**config.mk**
```make
export PLATFORM = sky130hd
export DESIGN_NAME = mac_table_engine
export DESIGN_NICKNAME = d
export VERILOG_FILES = /design/src/rtl/mat_pkg.sv /design/src/rtl/mat_age_timer.sv /design/src/rtl/mat_learn_select.sv /design/src/rtl/mac_table_engine.sv
export SDC_FILE = /design/constraint.sdc
export NUM_CORES = 2
export LEC_CHECK = 0
export ABC_CLOCK_PERIOD_IN_PS = 44100
export BUFFER_PORTS_ARGS = -buffer_cell sky130_fd_sc_hd__buf_2
export CORE_MARGIN = 5
export CORE_UTILIZATION = 48
export DETAILED_ROUTE_END_ITERATION = 12
export PLACE_DENSITY = 0.61
export REMOVE_ABC_BUFFERS = 1
export SLEW_MARGIN = 30
export SYNTH_ARGS = -nofsm -noshare
export SYNTH_HDL_FRONTEND = slang
export SYNTH_SLANG_ARGS = --single-unit
```
**constraint.sdc**
```tcl
create_clock -name clk -period 44.1 [get_ports clk]
set_input_delay 8.82 -clock clk [delete_from_list [all_inputs] [get_ports clk]]
set_output_delay 8.82 -clock clk [all_outputs]
set_load 0.01 [all_outputs]
```
**src/rtl/mat_pkg.sv**
```systemverilog
package mat_pkg;
   typedef enum logic [1:0] {
      RA_CMD    = 2'd0,
      RA_ADDR   = 2'd1,
      RA_RESULT = 2'd2,
      RA_CTRL   = 2'd3
   } reg_sel_e;

   typedef enum logic [2:0] {
      OP_IDLE       = 3'd0,
      OP_FLUSH_ALL  = 3'd1,
      OP_FLUSH_PORT = 3'd3,
      OP_GET_NEXT   = 3'd6
   } op_e;

   localparam int CMD_BUSY_BIT = 3;
   localparam int CMD_VIOL_BIT = 12;
   localparam int CTL_AGE_EN   = 17;
   localparam int CTL_REPL_EN  = 18;
   localparam logic [31:0] CTL_MASK  = 32'h0016_FFFF;
   localparam logic [3:0]  ST_EMPTY  = 4'h0;
   localparam logic [3:0]  ST_STATIC = 4'hF;
endpackage

```
**src/rtl/mat_age_timer.sv**
```systemverilog
module mat_age_timer #(
   parameter int AGE_DIV = 4
) (
   input  logic        clk,
   input  logic        rst_n,
   input  logic        en,
   input  logic [15:0] age_time,
   output logic        tick
);
   localparam int DIV_W = (AGE_DIV > 2) ? $clog2(AGE_DIV) : 1;

   if (AGE_DIV < 2) begin : g_bad_div
      $error("mat_age_timer: AGE_DIV must be at least 2");
   end

   logic [DIV_W-1:0] pre_q;
   logic [15:0]      unit_q;
   logic             pre_wrap;
   logic             unit_wrap;

   assign pre_wrap  = (pre_q == DIV_W'(AGE_DIV - 1));
   assign unit_wrap = ({1'b0, unit_q} + 17'd1) >= {1'b0, age_time};
   assign tick      = en && (age_time != 16'd0) && pre_wrap && unit_wrap;

   always_ff @(posedge clk or negedge rst_n) begin
      if (!rst_n) begin
         pre_q  <= '0;
         unit_q <= '0;
      end else if (!en) begin
         pre_q  <= '0;
         unit_q <= '0;
      end else if (pre_wrap) begin
         pre_q  <= '0;
         unit_q <= unit_wrap ? 16'd0 : unit_q + 16'd1;
      end else begin
         pre_q <= pre_q + DIV_W'(1);
      end
   end

   AST_TICK_SPACED: assert property (@(posedge clk) disable iff (!rst_n)
      tick |=> !tick);
endmodule

```
**src/rtl/mat_learn_select.sv**
```systemverilog
module mat_learn_select #(
   parameter int N     = 16,
   parameter int IDX_W = 4
) (
   input  logic [47:0]    key,
   input  logic [47:0]    mac [N],
   input  logic [3:0]     st  [N],
   output logic           hit,
   output logic [IDX_W-1:0] hit_idx,
   output logic           free_any,
   output logic [IDX_W-1:0] free_idx,
   output logic           vict_any,
   output logic [IDX_W-1:0] vict_idx
);
   import mat_pkg::*;

   logic [N-1:0] is_hit;
   logic [N-1:0] is_free;
   logic [N-1:0] is_dyn;

   for (genvar g = 0; g < N; g++) begin : g_flags
      assign is_free[g] = (st[g] == ST_EMPTY);
      assign is_hit[g]  = !is_free[g] && (mac[g] == key);
      assign is_dyn[g]  = !is_free[g] && (st[g] != ST_STATIC);
   end

   always_comb begin
      hit      = 1'b0;
      hit_idx  = '0;
      free_any = 1'b0;
      free_idx = '0;
      for (int i = N - 1; i >= 0; i--) begin
         if (is_hit[i]) begin
            hit     = 1'b1;
            hit_idx = IDX_W'(i);
         end
         if (is_free[i]) begin
            free_any = 1'b1;
            free_idx = IDX_W'(i);
         end
      end
   end

   always_comb begin
      logic [3:0] best;
      best     = ST_STATIC;
      vict_any = 1'b0;
      vict_idx = '0;
      for (int i = 0; i < N; i++) begin
         if (is_dyn[i] && (st[i] < best)) begin
            best     = st[i];
            vict_any = 1'b1;
            vict_idx = IDX_W'(i);
         end
      end
   end
endmodule

```
**src/rtl/mac_table_engine.sv**
```systemverilog
module mac_table_engine #(
   parameter int ENTRIES    = 16,
   parameter int NPORTS     = 5,
   parameter int AGE_DIV    = 4,
   parameter int NEW_STATUS = 7
) (
   input  logic              clk,
   input  logic              rst_n,
   input  logic              reg_we,
   input  logic [1:0]        reg_waddr,
   input  logic [31:0]       reg_wdata,
   input  logic [1:0]        reg_raddr,
   output logic [31:0]       reg_rdata,
   input  logic              lrn_valid,
   output logic              lrn_ready,
   input  logic [47:0]       lrn_mac,
   input  logic [NPORTS-1:0] lrn_ports,
   input  logic              lrn_static
);
   import mat_pkg::*;

   localparam int IDX_W = $clog2(ENTRIES);
   localparam int CNT_W = IDX_W + 2;

   if (ENTRIES < 2 || ENTRIES > 256) begin : g_bad_entries
      $error("mac_table_engine: ENTRIES out of range");
   end
   if (NPORTS < 1 || NPORTS > 5) begin : g_bad_ports
      $error("mac_table_engine: NPORTS must be 1..5");
   end
   if (NEW_STATUS < 1 || NEW_STATUS > 14) begin : g_bad_status
      $error("mac_table_engine: NEW_STATUS must be 1..14");
   end

   // table storage
   logic [47:0]       tbl_mac   [ENTRIES];
   logic [NPORTS-1:0] tbl_ports [ENTRIES];
   logic [3:0]        tbl_st    [ENTRIES];

   // host-visible state
   logic [2:0]  op_q;
   logic        busy_q;
   logic [3:0]  port_q;
   logic        viol_q;
   logic [7:0]  b4_q, b5_q;
   logic [31:0] addr_q;
   logic [4:0]  res_ports_q;
   logic [3:0]  res_st_q;
   logic [31:0] ctrl_q;

   // engine state
   logic [IDX_W-1:0] idx_q;
   logic             passed_q;
   logic             age_pend_q;

   logic [47:0] cursor;
   logic [47:0] start_cursor;
   logic        wr_idle;
   logic        start_cmd;

   assign cursor       = {addr_q, b4_q, b5_q};
   assign start_cursor = {addr_q, reg_wdata[23:16], reg_wdata[31:24]};
   assign wr_idle      = reg_we && !busy_q;
   assign start_cmd    = wr_idle && (reg_waddr == RA_CMD) && reg_wdata[CMD_BUSY_BIT];
   assign lrn_ready    = !busy_q;

   // entry under scan
   logic [47:0]       e_mac;
   logic [NPORTS-1:0] e_ports;
   logic [3:0]        e_st;
   logic              e_valid;
   logic [7:0]        e_pm8;
   logic              e_port_hit;
   logic              last;
   logic              scan_clear;

   assign e_mac      = tbl_mac[idx_q];
   assign e_ports    = tbl_ports[idx_q];
   assign e_st       = tbl_st[idx_q];
   assign e_valid    = (e_st != ST_EMPTY);
   assign e_pm8      = 8'(e_ports);
   assign e_port_hit = (port_q < 4'(NPORTS)) && e_pm8[port_q[2:0]];
   assign last       = (idx_q == IDX_W'(ENTRIES - 1));
   assign scan_clear = busy_q && ((op_q == OP_FLUSH_ALL) ||
                       ((op_q == OP_FLUSH_PORT) && e_valid && !e_mac[40] && e_port_hit));

   // learn slot choice
   logic             sel_hit, sel_free, sel_vict;
   logic [IDX_W-1:0] hit_idx, free_idx, vict_idx;
   logic             ins_drop;
   logic             ins_do;
   logic [IDX_W-1:0] ins_idx;

   mat_learn_select #(.N(ENTRIES), .IDX_W(IDX_W)) i_select (
      .key      (lrn_mac),
      .mac      (tbl_mac),
      .st       (tbl_st),
      .hit      (sel_hit),
      .hit_idx  (hit_idx),
      .free_any (sel_free),
      .free_idx (free_idx),
      .vict_any (sel_vict),
      .vict_idx (vict_idx)
   );

   always_comb begin
      ins_drop = 1'b0;
      if (sel_hit)                                ins_idx = hit_idx;
      else if (sel_free)                          ins_idx = free_idx;
      else if (ctrl_q[CTL_REPL_EN] && sel_vict)   ins_idx = vict_idx;
      else begin
         ins_idx  = '0;
         ins_drop = 1'b1;
      end
   end
   assign ins_do = lrn_valid && !busy_q && !ins_drop;

   // aging
   logic age_tick;

   mat_age_timer #(.AGE_DIV(AGE_DIV)) i_age (
      .clk      (clk),
      .rst_n    (rst_n),
      .en       (ctrl_q[CTL_AGE_EN]),
      .age_time (ctrl_q[15:0]),
      .tick     (age_tick)
   );

   always_ff @(posedge clk or negedge rst_n) begin
      if (!rst_n) age_pend_q <= 1'b0;
      else        age_pend_q <= age_tick || (age_pend_q && busy_q);
   end

   // table update
   always_ff @(posedge clk or negedge rst_n) begin
      if (!rst_n) begin
         for (int i = 0; i < ENTRIES; i++) begin
            tbl_mac[i]   <= '0;
            tbl_ports[i] <= '0;
            tbl_st[i]    <= ST_EMPTY;
         end
      end else if (busy_q) begin
         if (scan_clear) tbl_st[idx_q] <= ST_EMPTY;
      end else begin
         if (age_pend_q) begin
            for (int i = 0; i < ENTRIES; i++) begin
               if (tbl_st[i] != ST_EMPTY && tbl_st[i] != ST_STATIC)
                  tbl_st[i] <= tbl_st[i] - 4'd1;
            end
         end
         if (ins_do) begin
            tbl_mac[ins_idx]   <= lrn_mac;
            tbl_ports[ins_idx] <= lrn_ports;
            tbl_st[ins_idx]    <= lrn_static ? ST_STATIC : 4'(NEW_STATUS);
         end
      end
   end

   // registers and command engine
   always_ff @(posedge clk or negedge rst_n) begin
      if (!rst_n) begin
         op_q        <= '0;
         busy_q      <= 1'b0;
         port_q      <= '0;
         viol_q      <= 1'b0;
         b4_q        <= '0;
         b5_q        <= '0;
         addr_q      <= '0;
         res_ports_q <= '0;
         res_st_q    <= '0;
         ctrl_q      <= '0;
         idx_q       <= '0;
         passed_q    <= 1'b0;
      end else if (busy_q) begin
         idx_q <= idx_q + IDX_W'(1);
         case (op_q)
            OP_FLUSH_ALL, OP_FLUSH_PORT: begin
               if (last) busy_q <= 1'b0;
            end
            OP_GET_NEXT: begin
               if (e_valid && passed_q) begin
                  addr_q      <= e_mac[47:16];
                  b4_q        <= e_mac[15:8];
                  b5_q        <= e_mac[7:0];
                  res_ports_q <= 5'(e_ports);
                  res_st_q    <= e_st;
                  busy_q      <= 1'b0;
               end else begin
                  if (e_valid && (e_mac == cursor)) passed_q <= 1'b1;
                  if (last) begin
                     res_ports_q <= '0;
                     res_st_q    <= '0;
                     busy_q      <= 1'b0;
                  end
               end
            end
            default: busy_q <= 1'b0;
         endcase
      end else begin
         if (lrn_valid && ins_drop) viol_q <= 1'b1;
         else if (wr_idle && reg_waddr == RA_CMD && reg_wdata[CMD_VIOL_BIT]) viol_q <= 1'b0;
         if (wr_idle) begin
            case (reg_waddr)
               RA_CMD: begin
                  op_q   <= reg_wdata[2:0];
                  busy_q <= reg_wdata[CMD_BUSY_BIT];
                  port_q <= reg_wdata[11:8];
                  b4_q   <= reg_wdata[23:16];
                  b5_q   <= reg_wdata[31:24];
               end
               RA_ADDR:   addr_q <= reg_wdata;
               RA_RESULT: begin
                  res_ports_q <= reg_wdata[4:0];
                  res_st_q    <= reg_wdata[19:16];
               end
               default:   ctrl_q <= reg_wdata & CTL_MASK;
            endcase
         end
         if (start_cmd) begin
            idx_q    <= '0;
            passed_q <= (start_cursor == 48'd0);
         end
      end
   end

   always_comb begin
      case (reg_raddr)
         RA_CMD:    reg_rdata = {b5_q, b4_q, 3'b000, viol_q, port_q, 4'b0000, busy_q, op_q};
         RA_ADDR:   reg_rdata = addr_q;
         RA_RESULT: reg_rdata = {12'd0, res_st_q, 11'd0, res_ports_q};
         default:   reg_rdata = ctrl_q;
      endcase
   end

   // checks beside the logic
   logic [CNT_W-1:0] busy_cnt;
   logic             any_valid;

   always_ff @(posedge clk or negedge rst_n) begin
      if (!rst_n)      busy_cnt <= '0;
      else if (busy_q) busy_cnt <= busy_cnt + CNT_W'(1);
      else             busy_cnt <= '0;
   end

   always_comb begin
      any_valid = 1'b0;
      for (int i = 0; i < ENTRIES; i++) any_valid = any_valid | (tbl_st[i] != ST_EMPTY);
   end

   AST_START_SETS_BUSY: assert property (@(posedge clk) disable iff (!rst_n)
      start_cmd |=> busy_q);
   AST_BUSY_BOUNDED: assert property (@(posedge clk) disable iff (!rst_n)
      busy_q |-> (busy_cnt < CNT_W'(ENTRIES)));
   AST_CTRL_FROZEN: assert property (@(posedge clk) disable iff (!rst_n)
      (busy_q && reg_we) |=> $stable(ctrl_q));
   AST_FLUSH_EMPTIES: assert property (@(posedge clk) disable iff (!rst_n)
      ($fell(busy_q) && op_q == OP_FLUSH_ALL) |-> !any_valid);
   AST_END_NO_PORTS: assert property (@(posedge clk) disable iff (!rst_n)
      ($fell(busy_q) && op_q == OP_GET_NEXT && res_st_q == 4'd0) |-> (res_ports_q == 5'd0));
   AST_DROP_FLAGS: assert property (@(posedge clk) disable iff (!rst_n)
      (!busy_q && lrn_valid && ins_drop) |=> viol_q);

   for (genvar g = 0; g < ENTRIES; g++) begin : g_static_chk
      AST_STATIC_KEPT: assert property (@(posedge clk) disable iff (!rst_n)
         (!busy_q && tbl_st[g] == ST_STATIC && !(ins_do && ins_idx == IDX_W'(g)))
         |=> (tbl_st[g] == ST_STATIC));
   end
endmodule

```
==> flow_metrics.py <==
metrics = {
    "outcome": {
        "status": "complete, no violations",
    },
    "clock_network": {
        "cts_sinks": 1021,
        "cts_root_buf": "clkbuf_16",
        "postCtsHoldBufs": 0,
        "cts_setup_buffers": 0,
        "cts_max_level": 3,
        "numCtsBuffers": 114,
        "cts_resized": 0,
        "clock_latency_ns": 0.77,
        "clk_pin_slew_worst_paths_ns": 0.06,
        "cts_tree": "yes",
        "cts_buffer_depth": 3,
    },
    "worst_setup_path": {
        "path_class": "register to register",
        "r2r_slack_ns": 15.40,
        "path_max_fanout": 49,
        "path_delay_family": "simple AND/OR/NAND/NOR gates",
        "path_common_cell": "nand2_1",
        "slowest_stage": "nor4_4",
        "cp.required_ns": 44.75,
        "r2r_cells": 123,
        "cp.depth": 123,
        "critPathArrivalTime_ns": 29.35,
        "cp-start-kind": "register",
        "cpPeakStageDelay_ns": 0.95,
        "r2r-start": "tbl_st[57]$_DFFE_PN0P_",
        "r2r-end": "tbl_mac[519]$_DFFE_PN0P_",
        "crit_buf_inv": 11,
        "crit_path_end_kind": "register",
    },
    "sta": {
        "fmax_ghz": 0.0348,
        "tns_ns": 0,
        "rsz0062_at_grt": "no",
        "finalWorstPathRequiredPeriod_ns": 28.70,
        "hold_viol_final": 0,
        "tightest_slew_ns": 1.17,
        "drv_slew": 0,
        "min_period_over_period": 0.651,
        "skew_ns": 0.0474,
        "slew_headroom": 0.215,
        "final-setup-viol-count": 0,
    },
    "die": {
        "initial_core_util": 0.483,
        "pin_count": 127,
        "dieArea_sq_mm": 0.138,
        "core_area_sq_mm": 0.129,
        "dieHeight_um": 371,
        "num_rows": 132,
        "dieWidth_um": 371,
    },
    "global_routing": {
        "grt_max_degree": 146,
        "grt_pass1_wl_um": 323000,
        "antenna_found_initial": 17,
        "grt-ovfl-total": 0,
        "grt.total_usage": 0.325,
        "grt_pass1_vias": 43900,
    },
    "cells_and_area": {
        "final_cell_mix": "dfrtp_1 (1015), mux2_2 (632), xnor2_1 (473)",
        "drive_gt1_frac": 0.273,
        "final_common_cell": "dfrtp_1",
        "area_growth_pct": 9.12,
        "final_nets": 5356,
        "stdcell_count": 7028,
    },
    "synth": {
        "syn_area_sq_mm": 0.0625,
        "ys_top_cells_by_area": "dfrtp_1 (41%), mux2_2 (11%), mux4_2 (11%)",
        "synth_edf_count": 0,
        "yosysWarnings": 0,
        "synth_ff_type": "dfrtp_1",
        "synth_area_leader_cell": "dfrtp_1",
        "async_reset_ff_frac": 1.00,
        "ys_seq_area_frac": 0.409,
        "yosysTopAreaCellShare": 0.409,
        "syn_inst": 5293,
        "synth_area_per_cell_sq_um": 11.8,
        "ys_ff_latch": 1021,
        "synth_cell_types": 104,
    },
    "drt": {
        "ant_nets": 0,
        "vias": 44900,
        "drt-initial-drc-count": 4547,
        "wire_per_inst_um": 32.0,
        "drc": 0,
        "firstDrtPassIters": 6,
        "drt_wl_total_um": 225000,
        "viasPerCell": 6.39,
    },
    "placement": {
        "gp_congestion": 1.01,
        "io_buffers": 126,
        "dp.cells": 6809,
        "hpwl_um": 166000,
    },
    "worst_hold_path": {
        "hold-path-cell-count": 1,
        "hold_class": "register to register",
        "min_from": "i_age.pre_q[0]$_DFF_PN0_",
        "hold_end": "i_age.pre_q[0]$_DFF_PN0_",
    },
    "job": {
        "drv_cap": 0,
    },
}
==> final cells by class <==
| class | count | area (sq um) |
|---|---|---|
| Antenna cell | 9 | 22.5 |
| Clock buffer | 169 | 3330 |
| Clock inverter | 37 | 387 |
| Fill cell | 11400 | 61300 |
| Inverter | 91 | 342 |
| Multi-Input combinational cell | 3722 | 34800 |
| Sequential cell | 1021 | 25600 |
| Tap cell | 1742 | 2180 |
| Timing Repair Buffer | 237 | 1590 |
==> worst reg2reg max path: cells and delay by family, from the launching register on <==
kind | cells | cell delay [ns]
compound gates | 38 | 9.22
fa+ha+maj | 15 | 4.78
buf+inv | 11 | 1.64
flops | 1 | 0.51
mux | 9 | 2.69
simple gates | 50 | 9.79
==> metrics by stage <==
stage	hold slack [ns]	setup WS (ns)	area (sq um)	util
detailed placement	0.453	15.75	64300	0.497
CTS	0.463	15.70	68100	0.526
floorplan	0.409	15.35	60500	-
finish	0.459	15.40	68200	0.527
global placement	0.423	16.32	64300	0.497
global route	0.486	12.94	68200	0.526
==> routing by layer <==
metal / routed length, um / GRT usage / up-vias
met5: 36 / 0 / -
met4: 15600 / 0.182 / 6
met3: 16900 / 0.0615 / 434
met2: 101000 / 0.496 / 1874
met1: 91500 / 0.438 / 23400
li1: - / - / 19200
==> flip-flops by register name (all words and copies together) (netlist names) <==
register / count
age_pend_q: 1
b5_q: 8
ctrl_q: 19
b4_q: 8
res_st_q: 4
viol_q: 1
i_age.pre_q: 2
i_age.unit_q: 16
idx_q: 4
port_q: 4
busy_q: 1
addr_q: 32
res_ports_q: 5
tbl_mac: 768
tbl_st: 64
passed_q: 1
op_q: 3
tbl_ports: 80
==> synthesized netlist by cell type (57+ instances only) <==
cell,instances
ha_1,75
nand4_1,171
xor2_1,359
mux2_1,244
mux2_2,632
clkbuf_1,305
nor3_1,93
nand3_1,57
xnor2_1,473
nor2_1,134
buf_2,73
nor4_1,142
nand2_1,225
dfrtp_1,1021
inv_1,91
o21ai_0,106
a21oi_1,145
mux4_2,292
==> worst max path at each step <==
stage                               end  slack (ns)                    from
2_1_floorplan  tbl_mac[672]$_DFFE_PN0P_       15.35  tbl_st[61]$_DFFE_PN0P_
3_3_place_gp   tbl_mac[505]$_DFFE_PN0P_       16.32  tbl_st[61]$_DFFE_PN0P_
3_5_place_dp   tbl_mac[499]$_DFFE_PN0P_       15.75  tbl_st[57]$_DFFE_PN0P_
4_1_cts        tbl_mac[508]$_DFFE_PN0P_       15.70  tbl_st[57]$_DFFE_PN0P_
5_1_grt        tbl_mac[489]$_DFFE_PN0P_       12.94  tbl_st[60]$_DFFE_PN0P_
6_report       tbl_mac[519]$_DFFE_PN0P_       15.40  tbl_st[57]$_DFFE_PN0P_
==> logic make-up (layout without fill, tap and decap cells) <==
| kind of cell | Yosys count | count (layout) | synth area share |
|---|---|---|---|
| fa+ha+maj | 77 | 77 | 0.0153 |
| compound gates | 568 | 568 | 0.0625 |
| other cells | 0 | 9 | 0 |
| flops | 1021 | 1021 | 0.409 |
| simple gates | 1028 | 1028 | 0.0884 |
| xor+xnor | 832 | 832 | 0.117 |
| buf+inv | 550 | 534 | 0.0372 |
| mux | 1217 | 1217 | 0.271 |
Power is not shown: default switching activity piles up to over one toggle a cycle in this logic, so the estimate is an artifact.
